--- config.mk ---
export PLATFORM = sky130hd
export DESIGN_NAME = idx_split_reg
export DESIGN_NICKNAME = d
export VERILOG_FILES = /design/src/rtl/idx_split_pkg.sv /design/src/rtl/idx_split_alu.sv /design/src/rtl/idx_split_store.sv /design/src/rtl/idx_split_reg.sv
export SDC_FILE = /design/constraint.sdc
export NUM_CORES = 1
export LEC_CHECK = 0
export BUFFER_PORTS_ARGS = -buffer_cell sky130_fd_sc_hd__buf_2
export CORE_MARGIN = 3
export CORE_UTILIZATION = 63
export CTS_BUF_LIST = sky130_fd_sc_hd__clkbuf_16
export DETAILED_ROUTE_END_ITERATION = 10
export PLACE_DENSITY = 0.85
export SLEW_MARGIN = 20
export SYNTH_ARGS = -nofsm -noshare
export SYNTH_HDL_FRONTEND = slang
export SYNTH_SLANG_ARGS = --single-unit
export TNS_END_PERCENT = 100
--- constraint.sdc ---
create_clock -name clk -period 4.85 [get_ports clk]
set_clock_uncertainty 0.05 [all_clocks]
set_input_delay 0.2425 -clock clk [delete_from_list [all_inputs] [get_ports clk]]
set_output_delay 0.2425 -clock clk [all_outputs]
set_load 0.02 [all_outputs]
--- src/rtl/idx_split_pkg.sv ---
// Package idx_split_pkg
// Holds the operation codes and the flag bundle shared by the index register
// datapath and its state holder. Assumes a 3-bit operation field.
package idx_split_pkg;
    typedef enum logic [2:0] {
        OP_NONE  = 3'd0,
        OP_LD8   = 3'd1,
        OP_INC8  = 3'd2,
        OP_DEC8  = 3'd3,
        OP_INC16 = 3'd4,
        OP_DEC16 = 3'd5,
        OP_CMP16 = 3'd6,
        OP_SWAP  = 3'd7
    } idx_op_e;

    typedef struct packed {
        logic n;
        logic z;
        logic c;
        logic nz_vld;
        logic c_vld;
    } idx_flags_t;
endpackage

--- src/rtl/idx_split_alu.sv ---
// Module idx_split_alu
// Combinational next-value and flag logic for one split-byte index register.
// Narrow operations touch only the low HALF bits. Wide ones use all W bits.
// Assumes W is even. Produces a write strobe; the caller owns the storage.
module idx_split_alu
    import idx_split_pkg::*;
#(
    parameter int W = 16
) (
    input  idx_op_e        op,
    input  logic [W-1:0]   cur,
    input  logic [W/2-1:0] ld_lo,
    input  logic [W-1:0]   cmp_opnd,
    output logic [W-1:0]   nxt,
    output logic           wr,
    output idx_flags_t     flags
);
    localparam int HALF = W / 2;

    logic [HALF-1:0] lo_inc, lo_dec;
    logic [W:0]      diff;

    // narrow arithmetic confined to the low half
    always_comb begin
        lo_inc = cur[HALF-1:0] + 1'b1;
        lo_dec = cur[HALF-1:0] - 1'b1;
    end

    // wide subtract with an extra bit that carries the borrow
    always_comb diff = {1'b0, cur} - {1'b0, cmp_opnd};

    // select the next value and the write strobe
    always_comb begin
        nxt = cur;
        wr  = 1'b1;
        unique case (op)
            OP_LD8:   nxt = {cur[W-1:HALF], ld_lo};
            OP_INC8:  nxt = {cur[W-1:HALF], lo_inc};
            OP_DEC8:  nxt = {cur[W-1:HALF], lo_dec};
            OP_INC16: nxt = cur + 1'b1;
            OP_DEC16: nxt = cur - 1'b1;
            OP_SWAP:  nxt = {cur[HALF-1:0], cur[W-1:HALF]};
            default:  wr  = 1'b0;
        endcase
    end

    // flags: narrow ops look at the low half, wide ops at the full result
    always_comb begin
        flags = '0;
        unique case (op)
            OP_LD8, OP_INC8, OP_DEC8: begin
                flags.n      = nxt[HALF-1];
                flags.z      = (nxt[HALF-1:0] == '0);
                flags.nz_vld = 1'b1;
            end
            OP_INC16, OP_DEC16, OP_SWAP: begin
                flags.n      = nxt[W-1];
                flags.z      = (nxt == '0);
                flags.nz_vld = 1'b1;
            end
            OP_CMP16: begin
                flags.n      = diff[W-1];
                flags.z      = (diff[W-1:0] == '0);
                flags.c      = ~diff[W];
                flags.nz_vld = 1'b1;
                flags.c_vld  = 1'b1;
            end
            default: flags = '0;
        endcase
    end
endmodule

--- src/rtl/idx_split_store.sv ---
// Module idx_split_store
// The register itself: loads nxt when enabled and the datapath asks for a write.
// Synchronous active-low reset to zero. Carries the per-cycle assertions.
module idx_split_store
    import idx_split_pkg::*;
#(
    parameter int W = 16
) (
    input  logic         clk,
    input  logic         rst_n,
    input  logic         en,
    input  logic         wr,
    input  idx_op_e      op,
    input  logic [W-1:0] nxt,
    output logic [W-1:0] q
);
    localparam int HALF = W / 2;

    // state update on the rising edge
    always_ff @(posedge clk) begin
        if (!rst_n)        q <= '0;
        else if (en && wr) q <= nxt;
    end

    p_reset_zero_r1: assert property (@(posedge clk)
        !rst_n |=> q == '0);
    p_narrow_keeps_high_r2: assert property (@(posedge clk) disable iff (!rst_n)
        en && (op == OP_LD8 || op == OP_INC8 || op == OP_DEC8)
        |=> q[W-1:HALF] == $past(q[W-1:HALF]));
    p_cmp_no_change_r6: assert property (@(posedge clk) disable iff (!rst_n)
        en && op == OP_CMP16 |=> $stable(q));
    p_swap_bytes_r7: assert property (@(posedge clk) disable iff (!rst_n)
        en && op == OP_SWAP
        |=> q == {$past(q[HALF-1:0]), $past(q[W-1:HALF])});
    p_idle_hold_r9: assert property (@(posedge clk) disable iff (!rst_n)
        (!en || op == OP_NONE) |=> $stable(q));
endmodule

--- src/rtl/idx_split_reg.sv ---
// Module idx_split_reg (top)
// One 16-bit index register with narrow legacy ops and wide extended ops.
// Assumes decode and operand fetch happen outside; op is already decoded.
// Flags are combinational from the current value and the operand.
module idx_split_reg
    import idx_split_pkg::*;
#(
    parameter int W = 16
) (
    input  logic           clk,
    input  logic           rst_n,
    input  logic           en,
    input  logic [2:0]     op,
    input  logic [W/2-1:0] ld_lo,
    input  logic [W-1:0]   cmp_opnd,
    output logic [W-1:0]   idx_q,
    output logic [W/2-1:0] st_lo,
    output logic           flag_n,
    output logic           flag_z,
    output logic           flag_c,
    output logic           nz_vld,
    output logic           c_vld
);
    localparam int HALF = W / 2;

    idx_op_e    op_e;
    logic [W-1:0] nxt;
    logic       wr;
    idx_flags_t fl;

    // cast the raw code to the package enum
    always_comb op_e = idx_op_e'(op);

    idx_split_alu #(.W(W)) i_alu (
        .op(op_e), .cur(idx_q), .ld_lo(ld_lo), .cmp_opnd(cmp_opnd),
        .nxt(nxt), .wr(wr), .flags(fl)
    );

    idx_split_store #(.W(W)) i_store (
        .clk(clk), .rst_n(rst_n), .en(en), .wr(wr), .op(op_e),
        .nxt(nxt), .q(idx_q)
    );

    // outputs; flags are gated by enable and reset
    always_comb begin
        st_lo  = idx_q[HALF-1:0];
        flag_n = fl.n;
        flag_z = fl.z;
        flag_c = fl.c;
        nz_vld = fl.nz_vld & en & rst_n;
        c_vld  = fl.c_vld & en & rst_n;
    end

    p_cvld_only_cmp_r8: assert property (@(posedge clk) disable iff (!rst_n)
        c_vld |-> op == 3'd6 && nz_vld);
endmodule

Word-level counts from Yosys, hierarchy flattened
Cells that the tools add are included.
{"block": "word_totals", "regBits": 16, "input_bits": 30, "out_inout_bits": 29, "wordCells": 32}
{"block": "op_classes", "add_sub_neg": 5, "n_eq_ne": 7, "muxes": 6, "bitwise": 5, "n_reduce_logical": 8}
{"op": "$pmux W16 S6", "n": 1}
{"op": "$logic_not A16 Y1", "n": 2}
{"op": "$sub A16 B16 Y17", "n": 1}
{"op": "$add A16 B1 Y16 const B", "n": 1}
{"op": "$sub A16 B1 Y16 const B", "n": 1}
{"op": "$eq A3 B3 Y1 const B", "n": 4}
{"op": "$add A8 B1 Y8 const B", "n": 1}
{"op": "$logic_not A8 Y1", "n": 1}
{"op": "$sub A8 B1 Y8 const B", "n": 1}
{"op": "$reduce_or A7 Y1", "n": 1}
{"op": "$eq A3 B2 Y1 const B", "n": 2}
{"op": "$pmux W2 S3", "n": 1}
{"op": "$reduce_or A3 Y1", "n": 2}
{"op": "$reduce_or A6 Y1", "n": 1}
{"op": "$and A1 B1 Y1", "n": 4}
{"op": "$mux W1", "n": 4}
{"op": "$eq A3 B1 Y1 const B", "n": 1}
{"op": "$logic_and A1 B1 Y1", "n": 1}
{"op": "$not A1 Y1", "n": 1}

Depth between registers and ports, before layout
{"block": "depth", "ltp_word": 5, "mapped_depth": 13, "depth_no_buf": 11}

Cells and area by module
From an unflattened synthesis, not the netlist that was laid out.
{"block": "unflattened", "cells_unflattened": 487, "area_unflattened_um2": 3362.0}
{"mod": "idx_split_alu", "n_inst": 1, "cells_per_inst": 404, "area_each_um2": 2621.3, "seq_area_each_um2": 0.0}
{"mod": "idx_split_store", "n_inst": 1, "cells_per_inst": 73, "area_each_um2": 668.1, "seq_area_each_um2": 320.3}
{"mod": "idx_split_reg", "n_inst": 1, "cells_per_inst": 10, "area_each_um2": 72.6, "seq_area_each_um2": 0.0}

Worst setup path before layout
Ideal clock, no wire load.
{"block": "synth_timing", "path_kind": "reg-to-output", "from": "register i_store.q[0]", "to": "output port flag_c", "t_arrival_ns": 3.055, "required_time_ns": 4.558, "slack_ns": 1.503, "stages_incl_launch_ff": 13, "path_buffers": 1, "cell_sequence": "dfxtp_1 -> clkbuf_1 -> inv_1 -> ha_1 -> fa_1 -> nor2b_1 -> o31ai_1 -> a21o_1 -> a31oi_1 -> a41oi_1 -> nand2b_1 -> a21oi_1 -> nor3_1"}
{"block": "synth_via", "elab_chain_len": 3}
{"element": "start, declared", "line": "idx_split_store.sv:15", "source": "output logic [W-1:0] q"}
{"element": "start signal, assigned", "line": "idx_split_store.sv:22", "source": "else if (en && wr) q <= nxt;"}
{"element": "$sub A16 B16 Y17", "line": "idx_split_alu.sv:30", "source": "always_comb diff = {1'b0, cur} - {1'b0, cmp_opnd};"}
{"element": "$not A1 Y1", "line": "idx_split_alu.sv:64", "source": "flags.c = ~diff[W];"}
{"element": "$mux W1", "line": "idx_split_alu.sv:50", "source": "unique case (op)"}
{"element": "end, declared", "line": "idx_split_reg.sv:20", "source": "output logic flag_c,"}
No other way between the ends.

Worst setup path in the final report
{"block": "layout_timing", "from": "input port op[2]", "to": "output port flag_z"}
{"block": "layout_via", "elab_chain_len": 4}
{"element": "start, declared", "line": "idx_split_reg.sv:13", "source": "input logic [2:0] op,"}
{"element": "$eq A3 B3 Y1, or another cell as far along", "line": "idx_split_alu.sv:36, idx_split_alu.sv:50"}
{"element": "$pmux W16 S6", "line": "idx_split_alu.sv:36", "source": "unique case (op)"}
{"element": "$logic_not A16 Y1 or $logic_not A8 Y1 (tied branches)", "line": "idx_split_alu.sv:58, idx_split_alu.sv:53"}
{"element": "$pmux W2 S3 *", "line": "idx_split_alu.sv:50"}
{"element": "end, declared", "line": "idx_split_reg.sv:19", "source": "output logic flag_z,"}
Mark *: on every way between the ends. The rest lies on a longest branch, timed or not.

==> results by group <==
Outcome
  – Status: completed

Synth
  – Mean Syn Cell Area: 6.89 um^2
  – Sequential fraction of the synthesis area: under 10%
  – Top_reg_cell synth: dfxtp_1
  – Mapped Cells: 493
  – Flops & latches, synth: 16
  – Distinct cells, synth: 75
  – Post-synthesis instance area: 3390 um^2
  – Post-synthesis async set-or-reset flop share: 0%
  – Post-synth EDFFs: 0
  – Synth Warn #: 0
  – Total nets after synthesis: 548

Pwr
  – VDD IR max: 0.165 mV
  – Pwr Density: 192 nW/um^2
  – Lkg Pwr: 1.63 nW

Timing
  – Worst Tran Pin Value: 919 ps
  – FMAX: 257 MHz
  – RSZ-0062 raised after global routing: false
  – Relative slew slack: 38.2%
  – Ratio of final minimum period to clock period: 80.3%
  – Fin crit period: 3890 ps
  – Final hold violation count: 0
  – Total Neg Setup Slack: 0 ps
  – Fin. max-slew vios: 0
  – Final setup fails: 0

Detailed routing
  – # DRC: 0
  – Via density: 7.13
  – Total Wirelength: about 12 mm
  – Vias after detailed routing: 4,254
  – DR WL/cell: 20.4 um
  – Number of routed nets with antenna violations: 0
  – Violation count after the first detailed-routing iteration: 610
  – First-pass DRT Iterations: 5

Run
  – Max-cap viol count: 0

Clock tree
  – Clk slew on worst S/H paths: ~60 ps
  – TritonCTS clock tree: built
  – H-tree Lvls: 1
  – Num Clock Sinks: 16
  – Root buf cell: clkbuf_16
  – Worst-skew pair later-pin latency: 250 ps
  – PostCTS Resize Cnt: 0
  – CTS buffer count: 3
  – Post-CTS Setup Bufs: 0
  – Clock Path Buffers: 2
  – Post-CTS Hold Buffers: 0

Setup path
  – Worst Path Class, Setup: input pin to output pin
  – CP arrival: 3600 ps
  – Most frequent CP cell: buf_2
  – CP required: around 4600 ps
  – Buf+Inv Stages, Crit Path: 2
  – Setup crit start kind: input pin
  – Worst setup EP type: output pin
  – Worst path cell trace: buf_2 > nand2b_1 > nor2_1 > ha_1 > a211oi_1 > o21bai_1 > a221oi_2 > a41oi_1 > nor4_2 > nand4_1 > nand2_1 > buf_2
  – CP delay by family, top: simple AND/OR/NAND/NOR gates
  – Crit-path max cell delay: 540 ps
  – Crit path max fanout: 8
  – Slowest CP cell: nor4_2

Cells and area
  – Max FFs per register: 16
  – Biggest register: i_store.q
  – Fin cells: 597
  – Fin util: 72.7%
  – # fillers: 452
  – Sequential cell area: roughly 320 um^2
  – Area of the multi-input gates: about 2800 um^2
  – Regs by FF count: i_store.q (16)
  – ANT cells: 0
  – Layout Nets: 583
  – Layout area overhead: 10.8%
  – Share of layout cells above drive strength 1: ~18%

Place
  – Dpl cells: 593
  – Final RePlAce weighted congestion: 1.00
  – DP HPWL: 8.74 mm
  – IO Port Bufs: 58

Min path
  – HP Class: input pin to flop

Global route
  – Vias in the first global route: 3,953
  – First-pass GRT wire length: 19.2 mm
  – Pin count of the biggest net entering global routing: 41
  – Initial antenna violation count: 0
  – Tot GR Track Use: 38.3%
  – Grt ovf: 0

Die
  – Site row count: 26
  – Die height: 79.4 um
  – Core footprint: 5170 um^2
  – Die width: 79.4 um
  – Starting Density: 65.6%
  – # IOs: 59
  – Die footprint: between 6000 and 7000 um^2
==> cell usage after synthesis (6+ instances only) <==
cell      count  area share (%)
inv_1        26             2.9
or2_2         7             1.3
and3_1       10             1.8
o211ai_1      8             1.8
a21boi_0      8             1.8
mux2i_1       7             2.1
nand3_1      18             2.7
nor3b_1       6             1.3
a211oi_1      6             1.3
nand2_1      39             4.3
and2_1        6             1.1
a21oi_1      20             2.9
nor2b_1      10             1.8
buf_2        10             1.5
dfxtp_1      16             9.4
nand2b_1     10             1.8
nor3_1       13             1.9
buf_4         8             1.8
clkbuf_1     22             2.4
nor4_1       19             3.5
xor2_1        8             2.1
o21ai_0      29             4.3
o22ai_1       6             1.1
xnor2_1      11             2.8
nor2_1       37             4.1
a31oi_1       8             1.5
ha_1         23             8.5
==> metal layers <==
layer	share of wire, %	wire length, um	global-route usage (%)
met5	0	0	0
met4	4.3	521	18.9
met3	12	1460	8.24
met2	45	5470	62.2
met1	39	4730	47.8
==> cell families (layout without fill, tap and decap cells) <==
logic type,after synthesis,count (layout),share of synthesized area (%)
adder cells (fa/ha/maj),25,25,9.66
XOR/XNOR,19,19,4.90
multiplexers,10,10,3.39
AND/OR/NAND/NOR,204,204,32.7
flip-flops,16,16,9.44
buffers and inverters,71,105,9.33
AO/OA/AOI/OAI,148,148,30.6
==> stage by stage <==
stage | hold WS [ps] | setup WS, ps | power, mW | instance area (um^2)
after floorplan | 282 | 1500 | 0.438 | 3390
after global placement | 549 | 1170 | 0.533 | 3680
after detailed placement | 539 | 1110 | 0.540 | 3680
after CTS | 280 | 1110 | 0.709 | 3760
after global routing | 309 | 852 | 0.759 | 3760
final | 298 | 957 | 0.722 | 3760
==> layout by cell type, fill, tap and decap left out, types with 6 or more instances in the layout <==
| cell type | n |
|---|---|
| a211oi_1 | 6 |
| nand2_1 | 39 |
| ha_1 | 23 |
| nor2b_1 | 10 |
| and2_1 | 6 |
| nor4_1 | 19 |
| a31oi_1 | 8 |
| o211ai_1 | 8 |
| buf_2 | 58 |
| xor2_1 | 8 |
| o21ai_0 | 29 |
| nor2_1 | 37 |
| dfxtp_1 | 16 |
| a21oi_1 | 20 |
| buf_4 | 17 |
| nor3_1 | 13 |
| or2_2 | 7 |
| a21boi_0 | 8 |
| o22ai_1 | 6 |
| mux2i_1 | 7 |
| nor3b_1 | 6 |
| xnor2_1 | 11 |
| nand2b_1 | 10 |
| nand3_1 | 18 |
| and3_1 | 10 |
| inv_1 | 26 |
==> final timing paths <==
| path | end | startpoint | depth (start not counted) | slack [ps] |
|---|---|---|---|---|
| min reg2reg | i_store.q[13] | i_store.q[13] | 2 | 600 |
| min | i_store.q[0] | en | 2 | 300 |
| max | flag_z | op[2] | 12 | 960 |
| max reg2reg | i_store.q[10] | i_store.q[1] | 11 | 1750 |
==> final cells by class <==
cell class / instances / share of cell area, %
Sequential cell: 16 / 8.52
Multi-Input combinational cell: 406 / 73.3
Timing Repair Buffer: 75 / 11.1
Clock buffer: 3 / 2.00
Clock inverter: 1 / 0.0998
Inverter: 26 / 2.60
Tap cell: 70 / 2.33
==> worst register-to-register path: cells and delay by family (launching register included) <==
family | cells | cell delay, ps
AOI/OAI and AO/OA | 5 | 880
xor gates and xnor gates | 1 | 140
adders and majority gates | 1 | 260
buffers and inverters | 1 | 100
DFF | 1 | 330
and+or+nand+nor | 3 | 1210
==> where the power goes <==
part | internal, mW | total, mW | switching [mW]
combinational | 0.152 | 0.404 | 0.252
clock | 0.110 | 0.169 | 0.0588
sequential | 0.140 | 0.150 | 0.0102
Note: power is estimated with default switching activity, not from simulation.
